<file path="src/rtl/epc_pkg.sv">
package epc_pkg;
  typedef enum logic {
    SEQ_IDLE   = 1'b0,
    SEQ_COMMIT = 1'b1
  } epc_seq_e;
endpackage

</file>
<file path="src/rtl/epc_page_buffer.sv">
module epc_page_buffer #(
  parameter int PAGE_AW = 6,
  parameter int DATA_W  = 8,
  parameter int BASE_W  = 9
) (
  input  logic                        clk,
  input  logic                        rst_n,
  input  logic                        load_i,
  input  logic [BASE_W-1:0]           load_base_i,
  input  logic [PAGE_AW-1:0]          load_off_i,
  input  logic                        push_i,
  input  logic [DATA_W-1:0]           push_data_i,
  input  logic [PAGE_AW-1:0]          rd_off_i,
  output logic [DATA_W-1:0]           rd_data_o,
  output logic [(1<<PAGE_AW)-1:0]     dirty_o,
  output logic [BASE_W-1:0]           base_o
);
  localparam int PAGE_BYTES = 1 << PAGE_AW;

  logic [PAGE_AW-1:0]           ptr_q, ptr_d;
  logic [BASE_W-1:0]            base_q, base_d;
  logic [PAGE_BYTES-1:0]        dirty_q, dirty_d;
  logic [PAGE_BYTES*DATA_W-1:0] store_w;

  always_comb begin
    ptr_d   = ptr_q;
    base_d  = base_q;
    dirty_d = dirty_q;
    if (load_i) begin
      ptr_d   = load_off_i;
      base_d  = load_base_i;
      dirty_d = '0;
    end else if (push_i) begin
      ptr_d          = ptr_q + 1'b1;
      dirty_d[ptr_q] = 1'b1;
    end
  end

  always_ff @(posedge clk or negedge rst_n) begin
    if (!rst_n) begin
      ptr_q   <= '0;
      base_q  <= '0;
      dirty_q <= '0;
    end else begin
      ptr_q   <= ptr_d;
      base_q  <= base_d;
      dirty_q <= dirty_d;
    end
  end

  for (genvar g = 0; g < PAGE_BYTES; g++) begin : g_slot
    logic [DATA_W-1:0] slot_q;
    logic              slot_en;
    assign slot_en = push_i && !load_i && (ptr_q == PAGE_AW'(g));
    always_ff @(posedge clk) begin
      if (slot_en) slot_q <= push_data_i;
    end
    assign store_w[g*DATA_W +: DATA_W] = slot_q;
  end

  assign rd_data_o = store_w[rd_off_i*DATA_W +: DATA_W];
  assign dirty_o   = dirty_q;
  assign base_o    = base_q;

  // pointer moves by one inside the page, wrapping modulo page size
  a_r1_ptr_step: assert property (@(posedge clk) disable iff (!rst_n)
    (push_i && !load_i) |=> (ptr_q == PAGE_AW'($past(ptr_q) + 1)) && $stable(base_q));

  // the byte just pushed is marked as received
  a_r1_mark_dirty: assert property (@(posedge clk) disable iff (!rst_n)
    (push_i && !load_i) |=> dirty_q[$past(ptr_q)]);

  // a new command discards the previous received set
  a_r9_clear_mask: assert property (@(posedge clk) disable iff (!rst_n)
    load_i |=> (dirty_q == '0));
endmodule

</file>
<file path="src/rtl/epc_commit_seq.sv">
module epc_commit_seq
  import epc_pkg::*;
#(
  parameter int PAGE_AW = 6
) (
  input  logic             clk,
  input  logic             rst_n,
  input  logic             go_i,
  output logic             commit_o,
  output logic [PAGE_AW:0] step_o,
  output logic             last_o
);
  localparam int PAGE_BYTES = 1 << PAGE_AW;

  epc_seq_e         state_q, state_d;
  logic [PAGE_AW:0] step_q, step_d;

  assign last_o = (state_q == SEQ_COMMIT) && (step_q == (PAGE_AW+1)'(PAGE_BYTES));

  always_comb begin
    state_d = state_q;
    step_d  = step_q;
    case (state_q)
      SEQ_IDLE: begin
        if (go_i) begin
          state_d = SEQ_COMMIT;
          step_d  = '0;
        end
      end
      SEQ_COMMIT: begin
        if (last_o) begin
          state_d = SEQ_IDLE;
          step_d  = '0;
        end else begin
          step_d = step_q + 1'b1;
        end
      end
      default: state_d = SEQ_IDLE;
    endcase
  end

  always_ff @(posedge clk or negedge rst_n) begin
    if (!rst_n) begin
      state_q <= SEQ_IDLE;
      step_q  <= '0;
    end else begin
      state_q <= state_d;
      step_q  <= step_d;
    end
  end

  assign commit_o = (state_q == SEQ_COMMIT);
  assign step_o   = step_q;

  // commit steps advance by exactly one per clock until the last one
  a_r5_step_walk: assert property (@(posedge clk) disable iff (!rst_n)
    (commit_o && !last_o) |=> commit_o && (step_o == $past(step_o) + 1'b1));

  // a commit always begins at step zero
  a_r5_start_zero: assert property (@(posedge clk) disable iff (!rst_n)
    (!commit_o && go_i) |=> commit_o && (step_o == '0));
endmodule

</file>
<file path="src/rtl/epc_busy_timer.sv">
module epc_busy_timer #(
  parameter int BUSY_CYCLES = 20
) (
  input  logic clk,
  input  logic rst_n,
  input  logic start_i,
  output logic active_o
);
  localparam int CNT_W = (BUSY_CYCLES < 1) ? 1 : $clog2(BUSY_CYCLES + 1);

  logic [CNT_W-1:0] cnt_q, cnt_d;

  always_comb begin
    cnt_d = cnt_q;
    if (start_i)            cnt_d = CNT_W'(BUSY_CYCLES);
    else if (cnt_q != '0)   cnt_d = cnt_q - 1'b1;
  end

  always_ff @(posedge clk or negedge rst_n) begin
    if (!rst_n) cnt_q <= '0;
    else        cnt_q <= cnt_d;
  end

  assign active_o = (cnt_q != '0);

  // the hold never exceeds the programmed length
  a_r7_bound: assert property (@(posedge clk) disable iff (!rst_n)
    cnt_q <= CNT_W'(BUSY_CYCLES));

  // once running, the hold counts down one per clock
  a_r7_countdown: assert property (@(posedge clk) disable iff (!rst_n)
    (active_o && !start_i) |=> (cnt_q == $past(cnt_q) - 1'b1));
endmodule

</file>
<file path="src/rtl/eeprom_page_commit.sv">
module eeprom_page_commit
  import epc_pkg::*;
#(
  parameter int          ADDR_W      = 15,
  parameter int          PAGE_AW     = 6,
  parameter int          DATA_W      = 8,
  parameter int          BUSY_CYCLES = 20,
  parameter int unsigned PROT_START  = 32'h7000
) (
  input  logic              clk,
  input  logic              rst_n,
  input  logic              cmd_start_i,
  input  logic [ADDR_W-1:0] cmd_addr_i,
  input  logic              data_valid_i,
  input  logic [DATA_W-1:0] data_i,
  input  logic              stop_i,
  output logic              busy_o,
  output logic              arr_re_o,
  output logic [ADDR_W-1:0] arr_raddr_o,
  input  logic [DATA_W-1:0] arr_rdata_i,
  output logic              arr_we_o,
  output logic [ADDR_W-1:0] arr_waddr_o,
  output logic [DATA_W-1:0] arr_wdata_o
);
  localparam int BASE_W     = ADDR_W - PAGE_AW;
  localparam int PAGE_BYTES = 1 << PAGE_AW;

  // reset: asserted asynchronously, released on the clock
  logic rst_meta_q, rst_sync_q;
  always_ff @(posedge clk or negedge rst_n) begin
    if (!rst_n) begin
      rst_meta_q <= 1'b0;
      rst_sync_q <= 1'b0;
    end else begin
      rst_meta_q <= 1'b1;
      rst_sync_q <= rst_meta_q;
    end
  end

  logic                  commit_w, last_w, hold_w;
  logic [PAGE_AW:0]      step_w;
  logic [PAGE_AW-1:0]    rd_off_w, wr_off_w;
  logic [PAGE_BYTES-1:0] dirty_w;
  logic [BASE_W-1:0]     base_w;
  logic [DATA_W-1:0]     buf_byte_w;
  logic                  open_q, open_d;
  logic                  accept_w, start_acc_w, data_acc_w, stop_acc_w;
  logic                  prot_w, go_w;

  assign busy_o      = commit_w || hold_w;
  assign accept_w    = !busy_o;
  assign stop_acc_w  = accept_w && stop_i;
  assign start_acc_w = accept_w && cmd_start_i && !stop_i;
  assign data_acc_w  = accept_w && data_valid_i && !cmd_start_i && !stop_i && open_q;
  assign prot_w      = {base_w, {PAGE_AW{1'b0}}} >= ADDR_W'(PROT_START);
  assign go_w        = stop_acc_w && open_q && (dirty_w != '0) && !prot_w;

  always_comb begin
    open_d = open_q;
    if (stop_acc_w)       open_d = 1'b0;
    else if (start_acc_w) open_d = 1'b1;
  end

  always_ff @(posedge clk or negedge rst_sync_q) begin
    if (!rst_sync_q) open_q <= 1'b0;
    else             open_q <= open_d;
  end

  epc_page_buffer #(
    .PAGE_AW (PAGE_AW),
    .DATA_W  (DATA_W),
    .BASE_W  (BASE_W)
  ) u_buffer (
    .clk         (clk),
    .rst_n       (rst_sync_q),
    .load_i      (start_acc_w),
    .load_base_i (cmd_addr_i[ADDR_W-1:PAGE_AW]),
    .load_off_i  (cmd_addr_i[PAGE_AW-1:0]),
    .push_i      (data_acc_w),
    .push_data_i (data_i),
    .rd_off_i    (wr_off_w),
    .rd_data_o   (buf_byte_w),
    .dirty_o     (dirty_w),
    .base_o      (base_w)
  );

  epc_commit_seq #(
    .PAGE_AW (PAGE_AW)
  ) u_seq (
    .clk      (clk),
    .rst_n    (rst_sync_q),
    .go_i     (go_w),
    .commit_o (commit_w),
    .step_o   (step_w),
    .last_o   (last_w)
  );

  epc_busy_timer #(
    .BUSY_CYCLES (BUSY_CYCLES)
  ) u_timer (
    .clk      (clk),
    .rst_n    (rst_sync_q),
    .start_i  (last_w),
    .active_o (hold_w)
  );

  // step k reads offset k and writes offset k-1 (read data returns one clock later)
  assign rd_off_w    = step_w[PAGE_AW-1:0];
  assign wr_off_w    = PAGE_AW'(step_w - 1'b1);
  assign arr_re_o    = commit_w && !step_w[PAGE_AW] && !dirty_w[rd_off_w];
  assign arr_raddr_o = {base_w, rd_off_w};
  assign arr_we_o    = commit_w && (step_w != '0);
  assign arr_waddr_o = {base_w, wr_off_w};
  assign arr_wdata_o = dirty_w[wr_off_w] ? buf_byte_w : arr_rdata_i;

  // consecutive commit writes walk up the page one offset at a time
  a_r5_ascending: assert property (@(posedge clk) disable iff (!rst_sync_q)
    (arr_we_o && $past(arr_we_o)) |-> (arr_waddr_o == $past(arr_waddr_o) + 1'b1));

  // an end strobe on a protected page never leads to busy
  a_r6_prot_quiet: assert property (@(posedge clk) disable iff (!rst_sync_q)
    (stop_acc_w && prot_w) |=> !busy_o);

  // the page under commit cannot be replaced while busy
  a_r8_base_frozen: assert property (@(posedge clk) disable iff (!rst_sync_q)
    busy_o |=> $stable(base_w));

  // an end strobe with nothing received leaves the block idle
  a_r9_empty_stop: assert property (@(posedge clk) disable iff (!rst_sync_q)
    (stop_acc_w && (dirty_w == '0)) |=> !busy_o);

  // no array write happens in the cycle after a byte is collected
  a_r4_no_early_write: assert property (@(posedge clk) disable iff (!rst_sync_q)
    data_acc_w |=> !arr_we_o);
endmodule

</file>
<file path="config.mk">
export PLATFORM = sky130hd
export DESIGN_NAME = eeprom_page_commit
export DESIGN_NICKNAME = d
export VERILOG_FILES = /design/src/rtl/epc_pkg.sv /design/src/rtl/epc_page_buffer.sv /design/src/rtl/epc_commit_seq.sv /design/src/rtl/epc_busy_timer.sv /design/src/rtl/eeprom_page_commit.sv
export SDC_FILE = /design/constraint.sdc
export NUM_CORES = 1
export LEC_CHECK = 0
export BUFFER_PORTS_ARGS = -buffer_cell sky130_fd_sc_hd__buf_4
export CORE_UTILIZATION = 35
export CTS_CLUSTER_SIZE = 10
export DETAILED_ROUTE_END_ITERATION = 10
export GPL_TIMING_DRIVEN = 0
export SLEW_MARGIN = 20
export SYNTH_ARGS = -nofsm -noshare
export SYNTH_HDL_FRONTEND = slang
export SYNTH_SLANG_ARGS = --single-unit
</file>
<file path="constraint.sdc">
create_clock -name clk -period 7.3 [get_ports clk]
set_input_delay 1.46 -clock clk [delete_from_list [all_inputs] [get_ports clk]]
set_output_delay 1.46 -clock clk [all_outputs]
set_load 0.005 [all_outputs]
</file>
==> flow_summary.yaml, run 1 <==
status:
  status: "finished clean"
sta:
  skew_ns: 0.0196
  final-hold-violation-count: 0
  maxSlewViolCount: 0
  slew_headroom_pct: 19.8
  final-setup-viol-count: 0
  fin_tns_setup_ns: 0
  clock.fmax_mhz: 143
  rsz0062_at_grt: "no"
  timing.final.crit_share_pct: 95.8
  worstMarginPinSlew_ns: 1.20
  finalCriticalPeriod_ns: 6.99
pwr:
  p_leak_uw: 0.0101
  power.density_nw_per_um2: 404
  ir_drop_v: 0.000202
  p_total_uw: 11900
place:
  place_congestion: 0.905
  place_area_um2: 27300
  port_buffers: 76
  dp.cells: 2581
  post-dp-hpwl_mm: 44.3
route:
  via_count: 14700
  drt_iter0_markers: 1584
  wl_met2_mm: 32.4
  met3WireLength_mm: 5.52
  dr.pass1.iters: 6
  topRoutingLayerUsed: "met4"
  post-route-drc-count: 0
  met1Wirelength_mm: 27.8
  wl_per_cell_um: 24.9
  avgViaCountPerCell: 5.48
  ant_nets: 0
  wirelength_mm: 67.0
setup_path:
  rr_startpoint: "u_timer.cnt_q[0]"
  crit_chain: "buf_1, clkbuf_1, inv_1, ha_1, buf_4, buf_4, buf_2, buf_4, clkbuf_2, mux4_2, nand2_1, nand2_1, o22ai_1, o211ai_1, o221a_1, buf_4"
  cp_slowest_cell: "clkbuf_1"
  critPathKind: "flip-flop to primary output"
  cp-start-kind: "flip-flop"
  timing.critical_path.from: "u_seq.step_o[1]"
  cp_data_arrival_time_ns: 5.53
  crit_family: "buffers and inverters"
  cp-end-kind: "primary output"
  max_stage_delay_ns: 0.58
  cpMostUsedCell: "buf_4"
  worst-path-buf-inv: 9
  cp_max_fo: 10
  cp_data_required_time_ns: 5.84
die:
  die_x_um: 272
  start_util_pct: 35.5
  dieArea_um2: 73900
  rows: 98
  die_h_um: 272
  core-area_um2: 71700
  pin_count: 77
synthesis:
  synthTopCellsByCount: "edfxtp_1 (512), nor2_1 (237), mux4_2 (160)"
  synth_area_leaders: "edfxtp_1 (60%), mux4_2 (14%), dfrtp_1 (9.3%)"
  yosysMostFrequentCell: "edfxtp_1"
  yosysTopAreaCellShare_pct: 60.3
  yosys.area.top_type: "edfxtp_1"
  synth_nets: 1598
  synth_cell_types: 66
  syn-cell-area_um2: 25500
  syn_inst: 1553
  yosysWarnings: 0
  ys_ff_latch: 607
  synth_edf_count: 512
  async_reset_ff_share_pct: 15.7
  ys_seq_area_share_pct: 69.6
  synth_top_flop_cell: "edfxtp_1"
  synth_area_per_cell_um2: 16.4
min_path:
  hp-class: "flip-flop to async pin"
final_layout:
  nets: 1750
  design_area_um2: 29400
  final_cells: 2690
  fillers: 6443
  final_core_util_pct: 41.0
  layout-drive-gt1-share_pct: 24.2
  syn2layout_area_growth_pct: 15.4
  n_antenna_cell: 0
global_routing:
  antenna_found_initial: 1
  grt_pass1_vias: 14900
  grt_pass1_wl_mm: 98.9
  gr-total-overflow: 0
  grt_use_total_pct: 18.3
  grt_max_degree: 65
clock_network:
  cts_tree: "done"
  holdBufCountCts: 0
  clock_latency_ns: 0.62
  cts_made_buffers: 72
  cts.sinks: 607
  cts_buffer_depth: 3
  cts_max_level: 3
  clk_pin_slew_ns: 0.06
  cts_root_buf: "clkbuf_16"
flow_run:
  cap_viol_max_count: 0
[registers in the layout (all words and copies together), names as in the netlist]
register                cells
open_q                      1
rst_meta_q                  1
rst_sync_q                  1
u_buffer.base_o             9
u_buffer.dirty_o           64
u_buffer.g_slot.slot_q    512
u_buffer.ptr_q              6
u_seq.commit_o              1
u_seq.step_o                7
u_timer.cnt_q               5
[stage by stage]
step | hold slack [ns] | worst slack (ns)
2_1_floorplan | 0.331 | 2.28
3_3_place_gp | 0.341 | 0.144
3_5_place_dp | 0.345 | 0.0484
4_1_cts | 0.352 | 0.0267
5_1_grt | 0.362 | 0.123
6_report | 0.327 | 0.306
[cells in the final DEF, fill, tap and decap left out, drive strengths merged, types with 5 or more instances in the layout]
| cell | netlist | layout |
|---|---|---|
| edfxtp | 512 | 512 |
| nor2 | 237 | 237 |
| mux4 | 162 | 162 |
| buf | 76 | 150 |
| clkbuf | 31 | 138 |
| nand2 | 121 | 121 |
| dfrtp | 95 | 95 |
| a21oi | 65 | 65 |
| o21ai | 32 | 32 |
| nand3 | 25 | 25 |
| mux2 | 20 | 20 |
| nor4 | 17 | 17 |
| o22ai | 15 | 15 |
| nor3 | 15 | 15 |
| inv | 12 | 13 |
| nand2b | 9 | 9 |
| o211ai | 9 | 9 |
| ha | 9 | 9 |
| nand4 | 8 | 8 |
| o221a | 8 | 8 |
| xnor2 | 7 | 7 |
| and3 | 5 | 5 |
| clkinv | 2 | 5 |
[cells by family after synthesis]
logic type | after synthesis | share of synthesized area (%)
fa+ha+maj | 9 | 0.442
flops | 607 | 69.6
mux | 185 | 15.4
compound gates | 155 | 3.76
buf+inv | 121 | 2.48
simple gates | 465 | 7.97
other cells | 1 | 0.0147
xor+xnor | 10 | 0.344
[metal layers]
layer | global-route usage, % | up-vias
li1 | - | 6308
met1 | 24.9 | 7719
met2 | 29.5 | 622
met3 | 3.96 | 87
met4 | 5.12 | 0
met5 | 0 | -
[repair_timing]
action / 4_1_cts / 5_1_grt
resized for setup: 4 / 9
setup endpoints to repair: 8 / 8
endpoints found under the hold margin: 0 / 0
setup buffers: 0 / 0
[final timing paths]
check | slack, ns | end | depth (start not counted)
worst min register to register | 0.33 | u_seq.step_o[5] | 0
min in group clk | 0.35 | rst_sync_q | 0
max in group asynchronous | 6.27 | u_buffer.ptr_q[0] | 1
worst max-delay path | 0.31 | arr_wdata_o[3] | 16
worst min-delay path | 0.33 | u_seq.step_o[5] | 0
worst max register to register | 3.51 | u_buffer.g_slot[40].slot_q[4] | 10
[worst reg2reg max path, stage by stage, from the launching register on]
cell	delay (ns)
dfrtp_1	0.39
inv_1	0.10
ha_1	0.19
or4b_1	0.42
buf_2	0.17
or3_1	0.34
buf_2	0.21
or2_1	0.26
clkbuf_1	0.19
buf_2	0.24
nor2_1	0.89
[power by group]
part | internal, uW | switching, uW
Combinational | 1840 | 2840
Clock | 1930 | 1330
Sequential | 3850 | 97.4
[cell type report]
class,count,area (um2),area share (%)
inverter,14,55.1,0.187
buffer,107,597,2.03
tap,950,1190,4.04
multi-input combinational,825,7130,24.2
clock buffer,104,2060,7.00
clock inverter,5,36.3,0.123
timing repair buffer,78,606,2.06
sequential,607,17800,60.3
Power figures use the tool's default switching activity.
==> run 2, diff against run 1 <==
==> constraint.sdc (replaced) <==
create_clock -name clk -period 6.2 [get_ports clk]
set_input_delay 1.24 -clock clk [delete_from_list [all_inputs] [get_ports clk]]
set_output_delay 1.24 -clock clk [all_outputs]
set_load 0.005 [all_outputs]
==> flow_summary.yaml, run 2 (synthesis results as in run 1) <==
status:
  status: "finished clean"
clock_network:
  cts_made_buffers: 72
  cts_tree: "done"
  cts_max_level: 3
  clock_latency_ns: 0.61
  cts.sinks: 607
  post_cts_buffers: 0
  clk_pin_slew_ns: 0.06
  holdBufCountCts: 0
  cts_root_buf: "clkbuf_16"
  cts_buffer_depth: 3
setup_path:
  crit_chain: "buf_6, buf_6, buf_12, buf_6, clkinv_4, ha_1, or3b_2, a211oi_1, nor2_2, clkbuf_2, o22ai_1, o211ai_1, o221a_1, buf_4"
  cp_data_required_time_ns: 4.96
  max_stage_delay_ns: 0.50
  cp-start-kind: "flip-flop"
  cp_data_arrival_time_ns: 4.78
  reg2reg_depth: 10
  cp_max_fo: 19
  critPathKind: "flip-flop to primary output"
  cp_slowest_cell: "a211oi_1"
  cp-end-kind: "primary output"
  cpMostUsedCell: "buf_6"
final_layout:
  design_area_um2: 29500
  multiInputGateArea_um2: 7180
  largest_reg_flops: 512
  regArea_um2: 17800
  final_core_util_pct: 41.2
  layout-drive-gt1-share_pct: 25.4
  fillers: 6432
  mostFrequentLayoutCell: "edfxtp_1"
  n_antenna_cell: 0
  nets: 1749
  final_cells: 2689
  final_cell_mix: "edfxtp_1 (512), nor2_1 (233), mux4_2 (160)"
  syn2layout_area_growth_pct: 15.9
  top_register: "u_buffer.g_slot.slot_q"
global_routing:
  grt_pass1_vias: 14800
  gr-total-overflow: 0
  grt_max_degree: 65
  grt_pass1_wl_mm: 98.9
  antenna_found_initial: 1
  grt_use_total_pct: 18.3
route:
  drt_iter0_markers: 1604
  wl_per_cell_um: 24.9
  dr.pass1.iters: 7
  post-route-drc-count: 0
  avgViaCountPerCell: 5.48
  via_count: 14700
  ant_nets: 0
  wirelength_mm: 66.8
sta:
  clock.fmax_mhz: 166
  worstMarginPinSlew_ns: 1.26
  maxSlewViolCount: 0
  final-hold-violation-count: 0
  slew_headroom_pct: 15.9
  timing.final.crit_share_pct: 97.1
  holdWs_ns: 0.329
  finalCriticalPeriod_ns: 6.02
  rsz0062_at_grt: "no"
  skew_ns: 0.0172
  final-setup-viol-count: 0
die:
  rows: 98
  die_h_um: 272
  dieArea_um2: 73900
  core-area_um2: 71700
  start_util_pct: 35.5
  pin_count: 77
  die_x_um: 272
pwr:
  ir_drop_v: 0.000244
  p_clk_share_pct: 27.2
  p_total_uw: 14100
  p_leak_uw: 0.0101
  power.density_nw_per_um2: 478
  p_int_uw: 9080
  pwr-share-comb_pct: 39.9
  p_seq_share_pct: 32.9
  swShare_pct: 35.7
  power.switching_uw: 5050
place:
  place_congestion: 0.905
  dp.cells: 2581
  port_buffers: 76
  place_area_um2: 27300
  post-dp-hpwl_mm: 44.3
min_path:
  hp-class: "flip-flop to async pin"
flow_run:
  cap_viol_max_count: 0
==> run 2: layer usage <==
layer / part of all wire, % / vias to the layer above / global-route usage [%]
met3: 8.2 / 98 / 3.76
met1: 41 / 7676 / 25.1
li1: - / 6308 / -
met5: 0 / - / 0
met4: 2.1 / 0 / 5.03
met2: 48 / 656 / 29.5
==> run 2: critical path: cells and delay by family (launching register included) <==
| kind | cells | cell delay, ns |
|---|---|---|
| AO/OA/AOI/OAI | 4 | 1.30 |
| flip-flops | 1 | 0.41 |
| adder cells (fa/ha/maj) | 1 | 0.38 |
| buffers and inverters | 7 | 1.30 |
| AND/OR/NAND/NOR | 2 | 0.75 |
==> run 2: path summary, 6_finish.rpt <==
kind | start | end | slack [ns]
worst min-delay path | rst_sync_q | u_seq.step_o[5] | 0.33
max in group asynchronous | rst_sync_q | u_buffer.dirty_o[58] | 5.17
worst max-delay path | u_seq.step_o[0] | arr_wdata_o[5] | 0.18
min in group clk | rst_meta_q | rst_sync_q | 0.35
worst min register to register | rst_sync_q | u_seq.step_o[5] | 0.33
worst max register to register | u_timer.cnt_q[0] | u_buffer.g_slot[40].slot_q[4] | 2.45
==> run 2: power groups by stage <==
stage | combinational (uW) | sequential, uW | clock, uW
CTS | 5580 | 4640 | 3920
detailed placement | 5490 | 4720 | 0
finish | 5640 | 4650 | 3840
global placement | 5430 | 4720 | 0
floorplan | 3480 | 4700 | 0
global route | 5990 | 4660 | 4080
==> run 2: cell type report <==
cell class,count,share of cell area [%]
clock inverters,5,0.123
plain buffers,106,2.24
multi-input cells,825,24.3
well taps,950,4.02
repair buffers,78,2.05
inverters,14,0.208
flip-flops and latches,607,60.1
clock buffers,104,6.97
==> run 2: repair_timing <==
item                       CTS  global route
pin swaps                    0             4
setup endpoints to repair    9             8
gates resized for setup     33            22
==> run 2: per-stage QoR <==
stage | setup TNS, ns | setup slack [ns]
floorplan | 0 | 1.40
global placement | -5.49 | -0.736
detailed placement | -6.15 | -0.832
CTS | 0 | 0.0354
global route | 0 | 0.000526
finish | 0 | 0.181
